--- config.mk ---
export PLATFORM = sky130hd
export DESIGN_NAME = mnd_root_clkgen
export DESIGN_NICKNAME = d
export VERILOG_FILES = /design/src/rtl/mnd_clkgen_pkg.sv /design/src/rtl/mnd_clkgen_regs.sv /design/src/rtl/mnd_clkgen_prediv.sv /design/src/rtl/mnd_clkgen_accum.sv /design/src/rtl/mnd_root_clkgen.sv
export SDC_FILE = /design/constraint.sdc
export NUM_CORES = 1
export LEC_CHECK = 0
export BUFFER_PORTS_ARGS = -buffer_cell sky130_fd_sc_hd__clkbuf_2
export CORE_UTILIZATION = 55
export DETAILED_ROUTE_END_ITERATION = 10
export GPL_ROUTABILITY_DRIVEN = 0
export HOLD_SLACK_MARGIN = 0.05
export PLACE_DENSITY = 0.74
export SYNTH_ARGS = -nofsm -noshare
export SYNTH_HDL_FRONTEND = slang
export SYNTH_SLANG_ARGS = --single-unit
--- constraint.sdc ---
create_clock -name clk -period 5.45 [get_ports clk]
set_input_delay 0 -clock clk [delete_from_list [all_inputs] [get_ports clk]]
set_output_delay 0 -clock clk [all_outputs]
set_load 0.02 [all_outputs]
--- src/rtl/mnd_clkgen_pkg.sv ---
package mnd_clkgen_pkg;

  localparam int CFG_W     = 14;
  localparam int DIV_W     = 5;
  localparam int SEL_W     = 3;
  localparam int MODE_W    = 2;
  localparam int DIV_LSB   = 0;
  localparam int SEL_LSB   = 8;
  localparam int MODE_LSB  = 12;
  localparam logic [MODE_W-1:0] MODE_ACCUM = 2'd2;

  typedef enum logic [2:0] {
    REG_CMD  = 3'd0,
    REG_CFG  = 3'd1,
    REG_MVAL = 3'd2,
    REG_NINV = 3'd3,
    REG_DINV = 3'd4
  } reg_sel_e;

  typedef struct packed {
    logic [MODE_W-1:0] mode;
    logic [SEL_W-1:0]  sel;
    logic [DIV_W-1:0]  div;
  } root_cfg_t;

endpackage

--- src/rtl/mnd_clkgen_regs.sv ---
module mnd_clkgen_regs
  import mnd_clkgen_pkg::*;
#(
  parameter int DATA_W = 32,
  parameter int ADDR_W = 3,
  parameter int MND_W  = 16
) (
  input  logic              clk,
  input  logic              rst,
  input  logic              wr_en,
  input  logic [ADDR_W-1:0] wr_addr,
  input  logic [DATA_W-1:0] wr_data,
  input  logic [ADDR_W-1:0] rd_addr,
  output logic [DATA_W-1:0] rd_data,
  input  logic              out_low,
  output logic              apply,
  output root_cfg_t         act_cfg,
  output logic [MND_W-1:0]  act_m,
  output logic [MND_W-1:0]  act_ninv,
  output logic [MND_W-1:0]  act_dinv
);

  logic [CFG_W-1:0] sh_cfg;
  logic [MND_W-1:0] sh_m, sh_ninv, sh_dinv;
  logic             pend;
  logic             cmd_wr;

  assign cmd_wr = wr_en && (wr_addr == ADDR_W'(REG_CMD)) && wr_data[0];
  assign apply  = pend && out_low;

  always_ff @(posedge clk) begin
    if (rst) begin
      sh_cfg  <= '0;
      sh_m    <= '0;
      sh_ninv <= '0;
      sh_dinv <= '0;
    end else if (wr_en) begin
      case (wr_addr)
        ADDR_W'(REG_CFG):  sh_cfg  <= wr_data[CFG_W-1:0];
        ADDR_W'(REG_MVAL): sh_m    <= wr_data[MND_W-1:0];
        ADDR_W'(REG_NINV): sh_ninv <= wr_data[MND_W-1:0];
        ADDR_W'(REG_DINV): sh_dinv <= wr_data[MND_W-1:0];
        default: ;
      endcase
    end
  end

  always_ff @(posedge clk) begin
    if (rst)         pend <= 1'b0;
    else if (cmd_wr) pend <= 1'b1;
    else if (apply)  pend <= 1'b0;
  end

  always_ff @(posedge clk) begin
    if (rst) begin
      act_cfg  <= '0;
      act_m    <= '0;
      act_ninv <= '0;
      act_dinv <= '0;
    end else if (apply) begin
      act_cfg.div  <= sh_cfg[DIV_LSB +: DIV_W];
      act_cfg.sel  <= sh_cfg[SEL_LSB +: SEL_W];
      act_cfg.mode <= sh_cfg[MODE_LSB +: MODE_W];
      act_m        <= sh_m;
      act_ninv     <= sh_ninv;
      act_dinv     <= sh_dinv;
    end
  end

  always_ff @(posedge clk) begin
    if (rst) rd_data <= '0;
    else begin
      case (rd_addr)
        ADDR_W'(REG_CMD):  rd_data <= DATA_W'(pend);
        ADDR_W'(REG_CFG):  rd_data <= DATA_W'(sh_cfg);
        ADDR_W'(REG_MVAL): rd_data <= DATA_W'(sh_m);
        ADDR_W'(REG_NINV): rd_data <= DATA_W'(sh_ninv);
        ADDR_W'(REG_DINV): rd_data <= DATA_W'(sh_dinv);
        default:           rd_data <= '0;
      endcase
    end
  end


  upd_when_low_chk: assert property (@(posedge clk) disable iff (rst)
    $fell(pend) |-> $past(out_low));


  no_runt_chk: assert property (@(posedge clk) disable iff (rst)
    !out_low |=> ($stable(act_cfg) && $stable(act_m) && $stable(act_ninv) && $stable(act_dinv)));


  cfg_width_chk: assert property (@(posedge clk) disable iff (rst)
    ($past(rd_addr) == ADDR_W'(REG_CFG)) |-> (rd_data[DATA_W-1:CFG_W] == '0));

endmodule

--- src/rtl/mnd_clkgen_prediv.sv ---
module mnd_clkgen_prediv
  import mnd_clkgen_pkg::*;
(
  input  logic             clk,
  input  logic             rst,
  input  logic             restart,
  input  logic             tick,
  input  logic [DIV_W-1:0] div_field,
  output logic             start,
  output logic             lvl_nxt
);

  localparam int CNT_W = DIV_W + 1;

  logic [CNT_W-1:0] period, ec, ec_nxt;
  logic             fresh;

  assign period  = (div_field == '0) ? CNT_W'(2) : CNT_W'(div_field) + CNT_W'(1);
  assign ec_nxt  = (fresh || ec == period - CNT_W'(1)) ? '0 : ec + CNT_W'(1);
  assign start   = tick && (ec_nxt == '0);
  assign lvl_nxt = ec_nxt < (period >> 1);

  always_ff @(posedge clk) begin
    if (rst) begin
      ec    <= '0;
      fresh <= 1'b1;
    end else if (restart) begin
      fresh <= 1'b1;
    end else if (tick) begin
      ec    <= ec_nxt;
      fresh <= 1'b0;
    end
  end


  ec_bound_chk: assert property (@(posedge clk) disable iff (rst)
    !fresh |-> (ec < period));

endmodule

--- src/rtl/mnd_clkgen_accum.sv ---
module mnd_clkgen_accum #(
  parameter int MND_W = 16
) (
  input  logic             clk,
  input  logic             rst,
  input  logic             restart,
  input  logic             start,
  input  logic [MND_W-1:0] m_val,
  input  logic [MND_W-1:0] n_inv,
  input  logic [MND_W-1:0] d_inv,
  output logic             lvl_nxt
);

  logic [MND_W-1:0] acc, hcnt, n_eff, hd, hd_eff;
  logic [MND_W:0]   sum;
  logic             wrap;

  assign n_eff   = ~n_inv + m_val;
  assign hd      = (~d_inv) >> 1;
  assign hd_eff  = (hd == '0) ? MND_W'(1) : hd;
  assign sum     = {1'b0, acc} + {1'b0, m_val};
  assign wrap    = sum >= {1'b0, n_eff};
  assign lvl_nxt = wrap || (hcnt != '0);

  always_ff @(posedge clk) begin
    if (rst || restart) begin
      acc  <= '0;
      hcnt <= '0;
    end else if (start) begin
      acc  <= wrap ? MND_W'(sum - {1'b0, n_eff}) : MND_W'(sum);
      if (wrap)              hcnt <= hd_eff - MND_W'(1);
      else if (hcnt != '0)   hcnt <= hcnt - MND_W'(1);
    end
  end


  hold_bound_chk: assert property (@(posedge clk) disable iff (rst)
    hcnt < hd_eff);

endmodule

--- src/rtl/mnd_root_clkgen.sv ---
module mnd_root_clkgen
  import mnd_clkgen_pkg::*;
#(
  parameter int NUM_SRC = 4,
  parameter int DATA_W  = 32,
  parameter int ADDR_W  = 3,
  parameter int MND_W   = 16
) (
  input  logic               clk,
  input  logic               rst,
  input  logic [NUM_SRC-1:0] src_tick,
  input  logic               wr_en,
  input  logic [ADDR_W-1:0]  wr_addr,
  input  logic [DATA_W-1:0]  wr_data,
  input  logic [ADDR_W-1:0]  rd_addr,
  output logic [DATA_W-1:0]  rd_data,
  output logic               clk_out
);

  root_cfg_t        act_cfg;
  logic [MND_W-1:0] act_m, act_ninv, act_dinv;
  logic             apply, sel_tick, adv, pd_start, pd_lvl, acc_lvl, accum_en;
  logic [NUM_SRC-1:0] hit;

  mnd_clkgen_regs #(.DATA_W(DATA_W), .ADDR_W(ADDR_W), .MND_W(MND_W)) u_regs (
    .clk(clk), .rst(rst), .wr_en(wr_en), .wr_addr(wr_addr), .wr_data(wr_data),
    .rd_addr(rd_addr), .rd_data(rd_data), .out_low(!clk_out), .apply(apply),
    .act_cfg(act_cfg), .act_m(act_m), .act_ninv(act_ninv), .act_dinv(act_dinv)
  );

  for (genvar s = 0; s < NUM_SRC; s++) begin : g_sel
    assign hit[s] = src_tick[s] && (32'(act_cfg.sel) == s);
  end

  assign sel_tick = |hit;
  assign adv      = sel_tick && !apply;
  assign accum_en = (act_cfg.mode == MODE_ACCUM) && (act_ninv != '0);

  mnd_clkgen_prediv u_prediv (
    .clk(clk), .rst(rst), .restart(apply), .tick(adv),
    .div_field(act_cfg.div), .start(pd_start), .lvl_nxt(pd_lvl)
  );

  mnd_clkgen_accum #(.MND_W(MND_W)) u_accum (
    .clk(clk), .rst(rst), .restart(apply), .start(pd_start),
    .m_val(act_m), .n_inv(act_ninv), .d_inv(act_dinv), .lvl_nxt(acc_lvl)
  );

  always_ff @(posedge clk) begin
    if (rst)        clk_out <= 1'b0;
    else if (apply) clk_out <= 1'b0;
    else if (adv) begin
      if (accum_en) begin
        if (pd_start) clk_out <= acc_lvl;
      end else begin
        clk_out <= pd_lvl;
      end
    end
  end


  out_hold_chk: assert property (@(posedge clk) disable iff (rst)
    !sel_tick |=> $stable(clk_out));

endmodule

==> results of run 1 <==
-- final timing paths --
kind,start,to,slack [ns]
max,u_regs.act_ninv[0]$_SDFFE_PP0P_,u_accum.hcnt[14]$_SDFFE_PP0P_,0.29
min,wr_addr[0],u_regs.pend$_SDFFE_PP0P_,0.06
min reg2reg,u_regs.sh_dinv[0]$_SDFFE_PP0P_,u_regs.sh_dinv[0]$_SDFFE_PP0P_,0.46
max reg2reg,u_regs.act_ninv[0]$_SDFFE_PP0P_,u_accum.hcnt[14]$_SDFFE_PP0P_,0.29
-- power by group --
group	internal (mW)	total [mW]	switching, mW	leakage [nW]
combinational	0.324	0.830	0.506	2.52
sequential	1.36	1.43	0.0705	1.43
clock	0.669	1.22	0.554	0.281
total	2.35	3.48	1.13	4.23
-- cell usage in the layout (no fill, tap or decap), types with 17 or more instances in the layout --
| master | synthesis | layout |
|---|---|---|
| xor2_1 | 27 | 27 |
| o21ai_0 | 49 | 47 |
| nand2_1 | 291 | 291 |
| nor3_1 | 26 | 26 |
| dfxtp_1 | 176 | 176 |
| ha_1 | 56 | 56 |
| buf_4 | 17 | 18 |
| xnor2_1 | 26 | 26 |
| dlygate4sd3_1 | 0 | 19 |
| clkbuf_2 | 0 | 44 |
| nor2_1 | 104 | 102 |
| a21oi_1 | 190 | 188 |
| clkbuf_16 | 0 | 17 |
| inv_1 | 39 | 39 |
| nand3_1 | 26 | 25 |
-- registers in the layout (all words and copies together), names as in the netlist --
name             count
u_accum.acc         16
u_accum.hcnt        16
u_regs.act_m        16
u_regs.act_ninv     16
u_regs.rd_data      16
u_regs.sh_dinv      16
u_regs.sh_m         16
u_regs.sh_ninv      16
u_regs.act_dinv     15
u_regs.sh_cfg       14
u_regs.act_cfg      10
u_prediv.ec          6
clk_out              1
u_prediv.fresh       1
u_regs.pend          1
-- stage by stage --
step,util,instances,TNS (ns)
floorplan,-,1351,0
global placement,0.587,1546,0
detailed placement,0.587,1546,0
CTS,0.630,1596,0
global route,0.635,1597,-0.124
finish,0.635,1597,0
-- kinds of logic (layout without fill, tap and decap cells) --
kind of cell               Yosys count  after routing  share of synthesized area
buffers and inverters              132            153                     0.0581
AOI/OAI and AO/OA                  366            366                      0.216
xor gates and xnor gates            54             54                     0.0487
DFF                                176            176                      0.352
muxes                               18             18                     0.0196
and+or+nand+nor                    530            530                      0.230
adders and majority gates           59             59                     0.0760
other                                1             16                   0.000374
-- critical path: cells and delay by family (launching register included) --
family                     cells  cell delay (ns)
muxes                          1             0.25
xor gates and xnor gates       1             0.25
AOI/OAI and AO/OA             14             2.52
and+or+nand+nor                5             0.65
adders and majority gates      4             0.91
DFF                            1             0.36
buffers and inverters          2             0.13
-- routing by layer --
layer,vias up,share of wire,track usage
met5,-,0,0
met4,0,0.024,0.104
met3,59,0.077,0.0485
met2,408,0.44,0.453
met1,4322,0.46,0.421
li1,4666,-,-
-- what timing repair did --
action / 4_1_cts / 5_1_grt
endpoints found under the setup margin: 0 / 6
endpoints found under the hold margin: 73 / 0
hold buffers: 19 / 0
resized for setup: 0 / 18
setup buffers: 0 / 1
-- area by class of cell --
| type | instances | area, sq um | area share |
|---|---|---|---|
| multi-input combinational | 1043 | 6040 | 0.542 |
| timing repair buffer | 82 | 566 | 0.0508 |
| tap | 225 | 282 | 0.0253 |
| clock buffer | 21 | 460 | 0.0413 |
| sequential | 176 | 3520 | 0.316 |
| inverter | 40 | 150 | 0.0135 |
| clock inverter | 10 | 115 | 0.0103 |
==> out/results.ini, run 1 <==
[sta]
setup_ws_ns=0.291
relSlewSlack=0.199
timing.final.crit_period_ns=5.16
timing.fmax_mhz=194
skew_ns=0.0140
timing_worst_slew_pin_value_ns=1.20
setup_viol=0
period_share=0.947
finalHoldViolCount=0
hold_ws_ns=0.0650
drv_slew=0

[detailed_routing]
num_vias=9455
via_per_inst=5.92
drtIter0Drc=865
drc=0
wl_microns=27200
drt_first_pass_iters=5
routedWlPerCell_microns=17.0
antenna_left=0

[clock_network]
cts_inserted_buffers=17
clock_tree.buffer_depth=2
path_clk_slew_ns=0.07
htreeDepth=4
insertion_delay_ns=0.43
cts_tree=yes
root_buffer=clkbuf_16
cts.sinks=176

[critical_path]
startpoint_type=flip-flop
r2r_cells=27
critPathSlowestCell=dfxtp_1
cp_max_fo=5
arrival_ns=5.52
end_kind=flip-flop
critPathKind=flip-flop to flip-flop
max_stage_delay_ns=0.36
cp.required_ns=5.81

[yosys]
synth_cells=1336
synth_enable_flop_cells=0
synthFlopType=dfxtp_1
syn_avg_cell_area_sq_um=7.50
synth_area_leaders=dfxtp_1, nand2_1, a21oi_1, ha_1, nor2_1
syn-cell-area_sq_mm=0.0100
synth.most_common_cell=nand2_1
synth_cell_types=63
seq_area_frac_synth=0.352
synth_commonest_cells=nand2_1, a21oi_1, dfxtp_1
ys_ff_latch=176
yosys.area.top_type=dfxtp_1
yosysWarnings=0
yosysTopAreaCellShare=0.352
async_reset_ff_frac=0

[global_route]
antenna_found_initial=0
track_usage=0.297
grt-ovfl-total=0
grt_pass1_wl_microns=43500
grt_pass1_vias=8634
grt_max_degree=97

[cells_and_area]
postLayoutCellArea_sq_mm=0.0111
diodes=0
drive_gt1_frac=0.0882
finalNetCount=1464
syn_to_final_growth_pct=11.2
fill_cells=1542

[pwr]
power_per_cell_area_mw_per_mm2=313
p_leak_nw=4.23
vdd_ir_drop_max_mv=0.245
finalPower_mw=3.48

[placed_design]
port_buffers=45
dp_hpwl_microns=19000
pre_cts_slack_ns=0.0962
placed_cell_area_sq_mm=0.0103

[min_path]
hold_path_depth=4
hold_path_class=input port to flip-flop

[flow_run]
maxCapViolCount=0

[floorplanning]
die_w_microns=137
start_util=0.571
dieHeight_microns=137
io_pins=78
rows=48
die_area_sq_mm=0.0188
coreArea_sq_mm=0.0175

[outcome]
status=finished clean

Note: power is estimated with default switching activity, not from simulation.
==> run 2: changes to the inputs <==
--- a/config.mk
+++ b/config.mk
@@ -11,6 +11,7 @@
 export GPL_ROUTABILITY_DRIVEN = 0
 export HOLD_SLACK_MARGIN = 0.05
 export PLACE_DENSITY = 0.74
+export RECOVER_POWER = 50
 export SYNTH_ARGS = -nofsm -noshare
 export SYNTH_HDL_FRONTEND = slang
 export SYNTH_SLANG_ARGS = --single-unit
==> constraint.sdc (replaced) <==
create_clock -name clk -period 5.45 [get_ports clk]
set_input_delay 0 -clock clk [delete_from_list [all_inputs] [get_ports clk]]
set_output_delay 0 -clock clk [all_outputs]
set_load 0.05 [all_outputs]
==> run 2 against run 1 <==
Net effect: the flow now finishes with violations (capacitance limit, slew limit); design area shrank 0.34%; flip-flop and latch count stayed put; worst hold slack gained 0.0013 ns; sequential power about the same; total power rose by 0.34%; routed wire length about the same; setup slack better by 0.0019 ns; global-route usage did not move; clock skew down 0.0017 ns; sequential share of layout area increased by 0.11 points; non-clock buffer count is the same; maximum frequency barely moved; critical endpoint unchanged; largest power group unchanged; highest routed layer unchanged.
==> out/results.ini, run 2 (synthesis gave the netlist of run 1 again) <==
[clock_network]
htreeDepth=4  ; unchanged
cts_tree=yes
insertion_delay_ns=0.43  ; about the same
root_buffer=clkbuf_16
path_clk_slew_ns=0.07  ; about the same
clock_tree.buffer_depth=2  ; unchanged
cts_inserted_buffers=17  ; unchanged
cts.sinks=176  ; unchanged

[critical_path]
cp.required_ns=5.81  ; about the same
startpoint_type=flip-flop
max_stage_delay_ns=0.36  ; about the same
critPathKind=flip-flop to flip-flop
cp_max_fo=5  ; unchanged
worstPathBufferInverterCount=2  ; unchanged
end_kind=flip-flop
arrival_ns=5.52  ; about the same
critPathSlowestCell=dfxtp_1
path_delay_family=compound AO/OA/AOI/OAI gates

[sta]
setup_viol=0  ; unchanged
skew_ns=0.0123  ; -0.00173 ns
drv_slew=157  ; +157
timing.final.crit_period_ns=5.16  ; -0.00185 ns
period_share=0.946  ; about the same
setup_tns_ns=0  ; unchanged
relSlewSlack=-1.80  ; -2.00
timing.fmax_mhz=194  ; about the same
timing_worst_slew_pin_value_ns=4.20  ; +3.00 ns
finalHoldViolCount=0  ; unchanged

[cells_and_area]
syn_to_final_growth_pct=10.8
fill_cells=1556  ; +0.91%
layout_commonest_cell=nand2_1
final_cells=1597  ; unchanged
layout_common_cells=nand2_1, a21oi_1, dfxtp_1
postLayoutCellArea_sq_mm=0.0111  ; -0.34%
diodes=0  ; unchanged
drive_gt1_frac=0.0729  ; -0.0153
finalNetCount=1464  ; unchanged

[pwr]
vdd_ir_drop_max_mv=0.244  ; -0.40%
p_leak_nw=4.16  ; -1.6%
power_per_cell_area_mw_per_mm2=315  ; +0.68%

[global_route]
grt-ovfl-total=0  ; unchanged
antenna_found_initial=0  ; unchanged
grt_max_degree=97  ; unchanged
track_usage=0.297  ; unchanged
grt_pass1_vias=8634  ; unchanged
grt_pass1_wl_microns=43500  ; unchanged

[floorplanning]
start_util=0.571  ; unchanged
rows=48  ; unchanged
coreArea_sq_mm=0.0175  ; unchanged
dieHeight_microns=137  ; unchanged
die_area_sq_mm=0.0188  ; unchanged
io_pins=78  ; unchanged
die_w_microns=137  ; unchanged

[detailed_routing]
drc=0  ; unchanged
routedWlPerCell_microns=17.0  ; about the same
drtIter0Drc=819  ; -5.3%
antenna_left=0  ; unchanged
drt_first_pass_iters=5  ; unchanged
wl_microns=27200  ; about the same
num_vias=9517  ; +0.66%
via_per_inst=5.96  ; +0.66%

[placed_design]
dp_hpwl_microns=19000  ; unchanged
placed_cell_area_sq_mm=0.0103  ; unchanged
port_buffers=45  ; unchanged
place_inst=1546  ; unchanged

[outcome]
violations=capacitance limit, slew limit
status=finished, violations left

[min_path]
hold_path_class=input port to flip-flop

[flow_run]
maxCapViolCount=2  ; +2

## run 2: changes by cell type in the layout (fill, tap and decap cells not counted)
| cell | previous run | this run |
|---|---|---|
| clkbuf_2 | 44 | 26 |
| buf_4 | 18 | 16 |
| clkbuf_1 | 2 | 22 |
| nor2b_1 | 11 | 12 |
| nor2b_4 | 1 | 0 |
## run 2: repair_timing
item,CTS,global route
setup endpoints to repair,0,6
hold buffers,19,0
resized for setup,0,18
hold endpoints to repair,73,0
setup buffers,0,1
## run 2: area by class of cell
class                      instances  area (sq um)  share of cell area
clock buffer                      21           460              0.0415
clock inverter                    10           115              0.0104
inverter                          40           150              0.0135
multi-input combinational       1043          6030               0.544
sequential                       176          3520               0.317
tap                              225           282              0.0254
timing repair buffer              82           536              0.0482
## run 2: where the power goes
part           leakage [nW]  total [mW]  switching [mW]  internal, mW
clock                 0.281        1.22           0.552         0.669
combinational          2.45       0.844           0.521         0.323
sequential             1.43        1.43          0.0702          1.36
total                  4.16        3.50            1.14          2.35
## run 2: path summary, 6_finish.rpt
check / slack [ns] / endpoint / cells past startpoint / start
setup / recovery: 0.29 / u_accum.hcnt[14]$_SDFFE_PP0P_ / 27 / u_regs.act_ninv[0]$_SDFFE_PP0P_
hold / removal: 0.07 / u_regs.pend$_SDFFE_PP0P_ / 4 / wr_addr[0]
setup reg to reg: 0.29 / u_accum.hcnt[14]$_SDFFE_PP0P_ / 27 / u_regs.act_ninv[0]$_SDFFE_PP0P_
hold reg to reg: 0.46 / u_regs.sh_dinv[0]$_SDFFE_PP0P_ / 2 / u_regs.sh_dinv[0]$_SDFFE_PP0P_
## run 2: worst register-to-register path, delay by kind of cell, from the launching register on
family                     cells  cell delay (ns)
DFF                            1             0.36
xor gates and xnor gates       1             0.25
adders and majority gates      4             0.91
AOI/OAI and AO/OA             14             2.52
muxes                          1             0.25
buffers and inverters          2             0.13
and+or+nand+nor                5             0.65
## run 2: per-stage QoR
stage                     hold slack, ns   util  total power [mW]  worst slack (ns)
after detailed placement           0.270  0.587              2.24            0.0962
after CTS                         0.0655  0.630              3.46            0.0730
after global routing               0.110  0.633              3.66           -0.0526
final                             0.0662  0.633              3.50             0.292
after floorplan                    0.136      -              2.03             0.305
after global placement             0.265  0.587              2.22             0.255
## run 2: layer usage
layer	GRT usage	vias up	part of all wire
met1	0.421	4378	0.45
li1	-	4665	-
met2	0.453	414	0.45
met5	0	-	0
met4	0.104	0	0.023
met3	0.0485	60	0.077
